## src/rtl/xmp_pair_assembler.sv

```systemverilog
module xmp_pair_assembler #(
  parameter int          FRAME_W    = 32,
  parameter logic [7:0]  OEM_EXPECT = 8'h44
) (
  input  logic               clk,
  input  logic               rst_n,
  input  logic               frame_vld,
  input  logic [FRAME_W-1:0] frame_word,
  output logic               key_down,
  output logic               key_repeat,
  output logic [FRAME_W-1:0] scancode,
  output logic               chk_err,
  output logic               warn_oem
);
  localparam int NIBS = FRAME_W / 4;

  logic [FRAME_W-1:0] earlier;
  logic [3:0]         nib_sum;
  logic [3:0]         cs_want;
  logic               cs_ok;
  logic [7:0]         sub_old;
  logic [7:0]         sub_new;
  logic [3:0]         toggle;

  always_comb begin
    nib_sum = '0;
    for (int i = 0; i < NIBS; i++) nib_sum = nib_sum + frame_word[4*i +: 4];
  end

  assign cs_want = ~(nib_sum + 4'hF - frame_word[27:24]);
  assign cs_ok   = (cs_want == frame_word[27:24]);
  assign sub_old = {earlier[31:28], earlier[23:20]};
  assign sub_new = {frame_word[31:28], frame_word[19:16]};
  assign toggle  = frame_word[23:20];

  always_ff @(posedge clk or negedge rst_n) begin
    if (!rst_n) begin
      earlier    <= '0;
      scancode   <= '0;
      key_down   <= 1'b0;
      key_repeat <= 1'b0;
      chk_err    <= 1'b0;
      warn_oem   <= 1'b0;
    end else begin
      key_down   <= 1'b0;
      key_repeat <= 1'b0;
      chk_err    <= 1'b0;
      warn_oem   <= 1'b0;
      if (frame_vld) begin
        if (!cs_ok) begin
          earlier <= '0;
          chk_err <= 1'b1;
        end else if (sub_old != sub_new) begin
          earlier <= frame_word;
        end else begin
          earlier    <= frame_word;
          scancode   <= {earlier[7:0], sub_new, frame_word[15:0]};
          key_down   <= (toggle == 4'h0);
          key_repeat <= (toggle != 4'h0);
          warn_oem   <= (earlier[15:8] != OEM_EXPECT);
        end
      end
    end
  end
endmodule


```

## config.mk

```make
export PLATFORM = sky130hd
export DESIGN_NAME = xmp_pair_assembler
export DESIGN_NICKNAME = d
export VERILOG_FILES = /design/src/rtl/xmp_pair_assembler.sv
export SDC_FILE = /design/constraint.sdc
export NUM_CORES = 1
export LEC_CHECK = 0
export BUFFER_PORTS_ARGS = -buffer_cell sky130_fd_sc_hd__buf_2
export CAP_MARGIN = 20
export CORE_ASPECT_RATIO = 1.1
export CORE_UTILIZATION = 48
export DETAILED_ROUTE_END_ITERATION = 12
export GPL_TIMING_DRIVEN = 0
export HOLD_SLACK_MARGIN = 0.02
export PLACE_DENSITY = 0.75
export SLEW_MARGIN = 20
export SYNTH_ARGS = -nofsm -noshare
export SYNTH_HDL_FRONTEND = slang
export SYNTH_SLANG_ARGS = --single-unit
```

## constraint.sdc

```tcl
create_clock -name clk -period 1.4 [get_ports clk]
set_input_delay 0.42 -clock clk [delete_from_list [all_inputs] [get_ports clk]]
set_output_delay 0.42 -clock clk [all_outputs]
set_load 0.01 [all_outputs]
```

# After elaboration in Yosys (flattened, before gate mapping)
# Index checks and enable logic that the tools add are counted.
# Widths: inputs -> output; s select.
# classes
bitwise_logic	2
n_mux	12
n_lt_le_gt_ge	0
multipliers	0
n_eq_ne	3
div_mod_pow	0
shift	0
reduce_logical	3
add_sub_neg	9
# op_table
op	n
$mux 32	1
$add 4x4->4	7
$mux 1	11
$ne 8x7->1 const B	1
$ne 8x8->1	1
$add 4x4->4 const B	1
$eq 4x4->1	1
$logic_not 4->1	1
$not 4->4	1
$reduce_bool 4->1	1
$sub 4x4->4	1
$reduce_and 3->1	1
$not 1->1	1
# totals
latch_bits	0
register_bits	68
input_bits	35
n_memories	0
elab_cells	35
rom_bits	0
out_inout_bits	36
ram_bits	0

# Depth between registers and ports, before layout
# Gate-level depths: netlist of the first run.
# depth
word_depth	13
depth_mapped	16
depth_no_buf	14

# Worst setup path after synthesis of the first run
# No wires, ideal clock.
# synth_timing
path_type	input-to-reg
startpoint	input port frame_word[2]
endpoint	register scancode[0]
cell_stages	14
required_ns	1.275
setup_ns	0.125
setup_slack_ns	-2.777
t_arrival_ns	4.052
path_buffers	1
path_cell_list	inv_1 -> fa_1 -> fa_1 -> fa_1 -> inv_1 -> fa_1 -> ha_1 -> xor2_1 -> xnor2_1 -> xnor2_1 -> xnor2_2 -> nand3_2 -> buf_6 -> mux2_4
# synth_between
elab_chain_cells	12
# synth_rtl
item	line	text
start: declaration	8	input logic [FRAME_W-1:0] frame_word,
$add 4x4->4 (7 in series)	27	for (int i = 0; i < NIBS; i++) nib_sum = nib_sum + frame_word[4*i +: 4];
$add 4x4->4	30	assign cs_want = ~(nib_sum + 4'hF - frame_word[27:24]);
$sub 4x4->4	30	
$not 4->4	30	
$eq 4x4->1	31	assign cs_ok = (cs_want == frame_word[27:24]);
$reduce_and 3->1 (no source line)	--	
end signal: assignment	57	scancode <= {earlier[7:0], sub_new, frame_word[15:0]};
end: declaration	11	output logic [FRAME_W-1:0] scancode,
# Every way passes these cells.
# A chain may end at the register's enable or synchronous reset.

# Final worst setup path of the first run
# layout_timing
startpoint	input port frame_word[1]
endpoint	register scancode[4]
# Same word-level chain as after synthesis.

==> run metrics, run 1 <==
Worst Setup Start Kind primary input; number of global-route vias before repair 2218; cell with the most instances after synthesis dfrtp_1; Avg Inst Size Synth 14.8 sq um; Yosys top cell area share 49.5%; Async SR Flop Fraction 100%; worst path arrival time 4.21 ns; initial antenna violation count 0; largest net degree at the start of global routing 61; worst relative slew slack about half; flops & latches, synth 60; post-detailed-route wirelength per cell 16.9 um; Diodes inserted 0; Worst VDD drop 0.815 mV; sequential fraction of the synthesis area 49.5%; starting density of the core 49.6%; max-cap violations 0; Final Cycle Share 285%; slowest stage delay, CP ~0.53 ns; clk slew on worst S/H paths 0.07 ns; cts-stage hold buffer count 0; Routed Antenna Nets 0; Leakage Power 0.00210 uW; # IOs 71; core area 0.00612 sq mm; Post-route DRC 0; Layout Cells excl Fill 379; multi-input logic area 0.00143 sq mm; final-report max-slew violation count 0; P_int 4250 uW; GRT overflow 0; largest cells by area after synthesis dfrtp_1, mux2_4, fa_1; EDFF count, synth 0; placer congestion estimate 0.854; Post-Syn Area a little over 0.003 sq mm; gr usage total 22.7%; Die Y-Extent 85.4 um; H-tree Lvls 3; outcome finished with violations; area grow syn2layout 28.3%; Yosys cell types 23; violated checks setup timing; Sw Share 30.9%; overall power 6150 uW; layout cell share with drive strength beyond 1 45.8%; total area of sequential cells 0.00150 sq mm; CTS tree done; Cell Area, Placed 0.00352 sq mm; Port Buffer Count 70; Max Root-Sink Buffers 2; Worst Max-Slew Pin Slew 0.752 ns; Num CTS Buffers 9; clock root buffer clkbuf_8; Setup crit end kind flop; Placed Cells 355; crit-path cells buf_2 > inv_1 > fa_1 > fa_1 > fa_1 > inv_1 > fa_1 > ha_2 > xor2_1 > xnor2_1 > xnor2_1 > xnor2_2 > nand3_4 > buf_8 > mux2_4; worst min path class in -> async; final setup violation count 60; RSZ-0062 raised after global routing true; # clock sinks 60; routed via count 1939; DRT Wirelength 6.42 mm; Max Fclk 0.250 GHz; clock share of power between 20 and 30%; Power Density 1580 mW/mm^2; final worst clock skew 0.0109 ns; CP max FO 10; DR vias/cell between 5 and 6; Logic pwr share 35.8%; number of synthesis warnings 0; Final Hold Viols 0; total negative slack -150.65 ns; Reg power frac 36.2%; Worst-Skew Late Latency about 0.34 ns; cell taking the most area after synthesis dfrtp_1; Nets 349; Die Area approximately 0.0066 sq mm; Switching Power between 1500 and 2000 uW; dominant synthesized flop cell dfrtp_1; Post-Syn Nets 260; Synth top cells by count dfrtp_1, mux2_4, a22o_1, xnor2_1, inv_1; row count 30; final setup margin -2.59 ns; fillcell total ~470; CP max stage cell fa_1; Die Wd about 78 um; 1st-iter DRT viols 92; Final HPWL DP 4.57 mm; drt pass-1 iters 4; most used cell, CP fa_1; worst endpoint required time 1.62 ns; first-pass GRT wire length 11.1 mm; Synth Instances ~210; fin crit period ~4.0 ns; post-route design area about 0.0039 sq mm; critical setup path kind in -> reg
through the flow:
stage	hold slack, ns	worst slack [ns]	util [%]
finish	0.148	-2.59	63.6
global route	0.188	-2.76	63.6
floorplan	0.124	-2.69	-
global placement	0.474	-2.97	57.4
CTS	0.173	-2.58	63.2
detailed placement	0.484	-3.03	57.5
flip-flops by register name, indices dropped and copies added, names as in the netlist:
name / cells
chk_err: 1
key_repeat: 1
earlier: 24
scancode: 32
key_down: 1
warn_oem: 1
critical path: cells and delay by family:
kind | cells | cell delay [ns]
fa+ha+maj | 5 | 2.16
xor+xnor | 4 | 0.72
buf+inv | 4 | 0.43
mux | 1 | 0.30
simple gates | 1 | 0.17
path summary, 6_finish.rpt:
kind | from | slack (ns) | depth (start not counted) | end
setup / recovery | frame_word[1] | -2.59 | 15 | scancode[4]
hold / removal | rst_n | 0.15 | 1 | scancode[31]
setup reg to reg | earlier[22] | -0.45 | 6 | scancode[4]
hold reg to reg | scancode[28] | 0.51 | 1 | scancode[28]
max in group asynchronous | rst_n | 0.75 | 1 | earlier[30]
min in group clk | frame_word[22] | 0.31 | 2 | earlier[22]
metal layers:
metal | track usage (%) | part of all wire [%] | wire length [um] | vias up
li1 | - | - | - | 879
met1 | 27.4 | 42 | 2710 | 981
met2 | 36.4 | 50 | 3240 | 67
met3 | 8.39 | 5.2 | 336 | 12
met4 | 10.3 | 2.2 | 139 | 0
met5 | 0 | 0 | 0 | -
power by group through the flow:
stage	Combinational [uW]	Sequential, uW	Clock [uW]
floorplan	1420	2230	0
global placement	1790	2230	0
detailed placement	1860	2250	0
CTS	2220	2220	1750
global route	2450	2260	1840
finish	2200	2220	1720
cell type report:
class | instances | area share, %
clock inverter | 4 | 1.87
inverter | 20 | 1.93
buffer | 8 | 2.32
tap | 80 | 2.57
timing repair buffer | 78 | 12.3
clock buffer | 12 | 3.73
sequential | 60 | 38.6
multi-input combinational | 117 | 36.7
cell usage in the layout (no fill, tap or decap):
master and count:
buf_2 64, dfrtp_1 60, mux2_4 32, a22o_1 24
xnor2_1 23, inv_1 19, fa_1 16, clkbuf_8 10
buf_6 7, buf_8 6, buf_4 6, clkbuf_1 4
ha_1 3, nor4b_1 2, xor2_1 2, nand4_1 2
nor2_1 2, a21oi_2 2, bufinv_16 2, xnor2_2 1
clkinv_1 1, nor4_4 1, nand3_2 1, nor3_1 1
nor4_1 1, nor2b_1 1, nand3_4 1, and2_1 1
ha_2 1, clkinvlp_4 1, clkinv_2 1, buf_16 1
logic make-up after synthesis:
logic type / after synthesis / synth area share [%]
buffers and inverters: 28 / 4.95
flip-flops: 60 / 49.5
XOR/XNOR: 26 / 7.76
AND/OR/NAND/NOR: 13 / 2.72
adder cells (fa/ha/maj): 20 / 12.2
multiplexers: 32 / 15.6
AO/OA/AOI/OAI: 26 / 7.26
timing repair:
item                       in CTS  in global routing
pin swaps                       4                  1
gates cloned                    2                  0
gates resized for setup        17                  6
buffers inserted                5                  1
setup endpoints to repair      60                 60
No activity file was read; power rests on OpenSTA's default activity.
==> run 2, diff against run 1 <==
--- a/config.mk
+++ b/config.mk
@@ -5,14 +5,15 @@
 export SDC_FILE = /design/constraint.sdc
 export NUM_CORES = 1
 export LEC_CHECK = 0
+export ABC_CLOCK_PERIOD_IN_PS = 1400
 export BUFFER_PORTS_ARGS = -buffer_cell sky130_fd_sc_hd__buf_2
 export CAP_MARGIN = 20
-export CORE_ASPECT_RATIO = 1.1
 export CORE_UTILIZATION = 48
 export DETAILED_ROUTE_END_ITERATION = 12
 export GPL_TIMING_DRIVEN = 0
 export HOLD_SLACK_MARGIN = 0.02
 export PLACE_DENSITY = 0.75
+export RECOVER_POWER = 25
 export SLEW_MARGIN = 20
 export SYNTH_ARGS = -nofsm -noshare
 export SYNTH_HDL_FRONTEND = slang
==> run 2 against run 1 <==
Against the previous run: the flow still finishes with violations (setup timing); combinational power grew 4%; highest routed layer unchanged; largest power group is now combinational cells; flip-flop and latch count is the same; first-iteration DRC count shrank 4.3%.
==> run metrics, run 2 (same netlist as run 1, synthesis figures left out) <==
outcome finished with violations; violated checks setup timing; placer congestion estimate 0.831 (-2.6%); Die Area 0.00664 sq mm (about the same); Die Wd 81.5 um (+4.8%); cts-stage hold buffer count 0 (unchanged); fin crit period 4.00 ns (+0.0118 ns); commonest non-fill, non-tap cell in the layout buf_2; Worst-Skew Late Latency 0.33 ns (about the same); Worst Max-Slew Pin Slew 0.798 ns (+0.0464 ns); Max Fclk 0.250 GHz (-0.29%); # IOs 71 (unchanged); routed via count 1882 (-2.9%); P_int 4000 uW (-5.9%); Final HPWL DP 4.48 mm (-2.0%); Worst VDD drop 0.958 mV (+18%); Worst Setup Start Kind primary input; area grow syn2layout 26.1%; Diodes inserted 0 (unchanged); multi-input logic area 0.00141 sq mm (-1.3%); clk slew on worst S/H paths 0.07 ns (about the same); # clock sinks 60 (unchanged); max FFs per register 32 (unchanged); worst r2r path cells 6 (unchanged); final setup violation count 60 (unchanged); DRT Wirelength 6.35 mm (-1.1%); Post-route DRC 0 (unchanged); Final Hold Viols 0 (unchanged); worst path arrival time 4.22 ns (about the same); Logic pwr share 39.0% (+3.2 points); worst relative slew slack 46.8% (-3.1 points); post-route design area 0.00382 sq mm (-1.7%); Setup crit end kind flop; Die Y-Extent 81.5 um (-4.5%); row count 28 (-6.7%); Num CTS Buffers 9 (unchanged); minimum hold slack 0.192 ns (+0.0435 ns); final setup margin -2.60 ns (-0.0118 ns); post-detailed-route wirelength per cell 17.0 um (+0.53%); Max Root-Sink Buffers 2 (unchanged); largest net degree at the start of global routing 61 (unchanged); core area 0.00599 sq mm (-2.1%); Port Buffer Count 70 (unchanged); biggest regs scancode: 32 flops, earlier: 24 flops; Sw Share 31.9% (+1.1 points); 1st-iter DRT viols 88 (-4.3%); Final Cycle Share 286% (+0.84 points); worst endpoint required time 1.62 ns (about the same); Post-Route Utilization 63.8% (+0.25 points); starting density of the core 50.6% (+1.1 points); number of global-route vias before repair 2016 (-9.1%); GRT overflow 0 (unchanged); DR vias/cell 5.05 (-1.4%); Cell Area, Placed 0.00351 sq mm (-0.18%); gr usage total 21.6% (-1.1 points); Leakage Power 0.00207 uW (-1.3%); layout cell share with drive strength beyond 1 45.6% (-0.18 points); CTS tree done; H-tree Lvls 3 (unchanged); register with the most flip-flops scancode; clock root buffer clkbuf_8; fillcell total 451 (-3.6%); first-pass GRT wire length 10.1 mm (-8.4%); initial antenna violation count 0 (unchanged); max-cap violations 0 (unchanged); Power Density 1540 mW/mm^2 (-2.8%); critical setup path kind in -> reg; CP max FO 10 (unchanged); commonest cells after routing, fill and taps aside buf_2, dfrtp_1, mux2_4; Reg power frac 38.0% (+1.8 points); total area of sequential cells 0.00150 sq mm (unchanged); worst min path class in -> async; Routed Antenna Nets 0 (unchanged); RSZ-0062 raised after global routing true; Nets 348 (-0.29%); Switching Power 1880 uW (-1.2%); final-report max-slew violation count 0 (unchanged); drt pass-1 iters 4 (unchanged); final worst clock skew 0.00572 ns (-0.00522 ns); clock share of power 23.0% (-5.0 points)
run 2: cell types whose count changed in the layout (fill, tap and decap cells not counted), sizes merged:
cell / change
clkbuf: +2
buf: -3
bufinv: -2
clkinv: +1
clkinvlp: +1
run 2: worst paths after layout:
check,to,start,slack (ns)
worst min register to register,scancode[28],scancode[28],0.50
worst min-delay path,scancode[31],rst_n,0.19
min in group clk,earlier[22],frame_word[22],0.32
worst max-delay path,scancode[19],frame_word[10],-2.60
worst max register to register,scancode[19],earlier[23],-0.51
max in group asynchronous,scancode[20],rst_n,0.69
run 2: per-layer routing:
metal | global-route usage [%] | vias up | routed length [um]
met2 | 33.3 | 47 | 3060
li1 | - | 875 | -
met5 | 0 | - | 0
met4 | 10.4 | 0 | 91
met3 | 4.22 | 8 | 225
met1 | 29.5 | 952 | 2970
run 2: power by group through the flow:
| stage | Combinational (uW) | Clock [uW] | Sequential (uW) |
|---|---|---|---|
| 2_1_floorplan | 1420 | 0 | 2230 |
| 3_3_place_gp | 1800 | 0 | 2240 |
| 3_5_place_dp | 1850 | 0 | 2250 |
| 4_1_cts | 2250 | 1380 | 2230 |
| 5_1_grt | 2510 | 1460 | 2260 |
| 6_report | 2290 | 1350 | 2230 |
run 2: worst max-delay path, stage by stage:
cell     delay, ns
buf_8         0.10
fa_1          0.54
inv_2         0.04
fa_1          0.50
fa_1          0.52
inv_2         0.04
fa_1          0.48
ha_2          0.17
xor2_1        0.17
xnor2_1       0.15
xnor2_1       0.18
xnor2_2       0.17
nand3_4       0.20
buf_8         0.23
mux2_4        0.31
run 2: layout make-up:
type                            count  share of cell area [%]
Sequential cell                    60                    39.3
Tap cell                           75                    2.45
Clock buffer                       12                    3.80
Inverter                           20                    1.96
Multi-Input combinational cell    117                    36.8
Buffer                              7                    2.19
Clock inverter                      4                   0.654
Timing Repair Buffer               78                    12.9
run 2: timing repair:
item / in CTS / in global routing
cloned: 2 / 1
buffers inserted: 5 / 1
endpoints found under the setup margin: 60 / 60
resized for setup: 16 / 2
pin swaps: 3 / 3
run 2: through the flow:
step	setup slack, ns	setup TNS, ns	std cells	total power [uW]
after global placement	-2.96	-183.84	350	4030
after CTS	-2.58	-151.72	373	5860
after floorplan	-2.69	-156.09	205	3650
final	-2.60	-150.92	373	5870
after global routing	-2.75	-159.37	373	6230
after detailed placement	-2.98	-172.74	350	4100
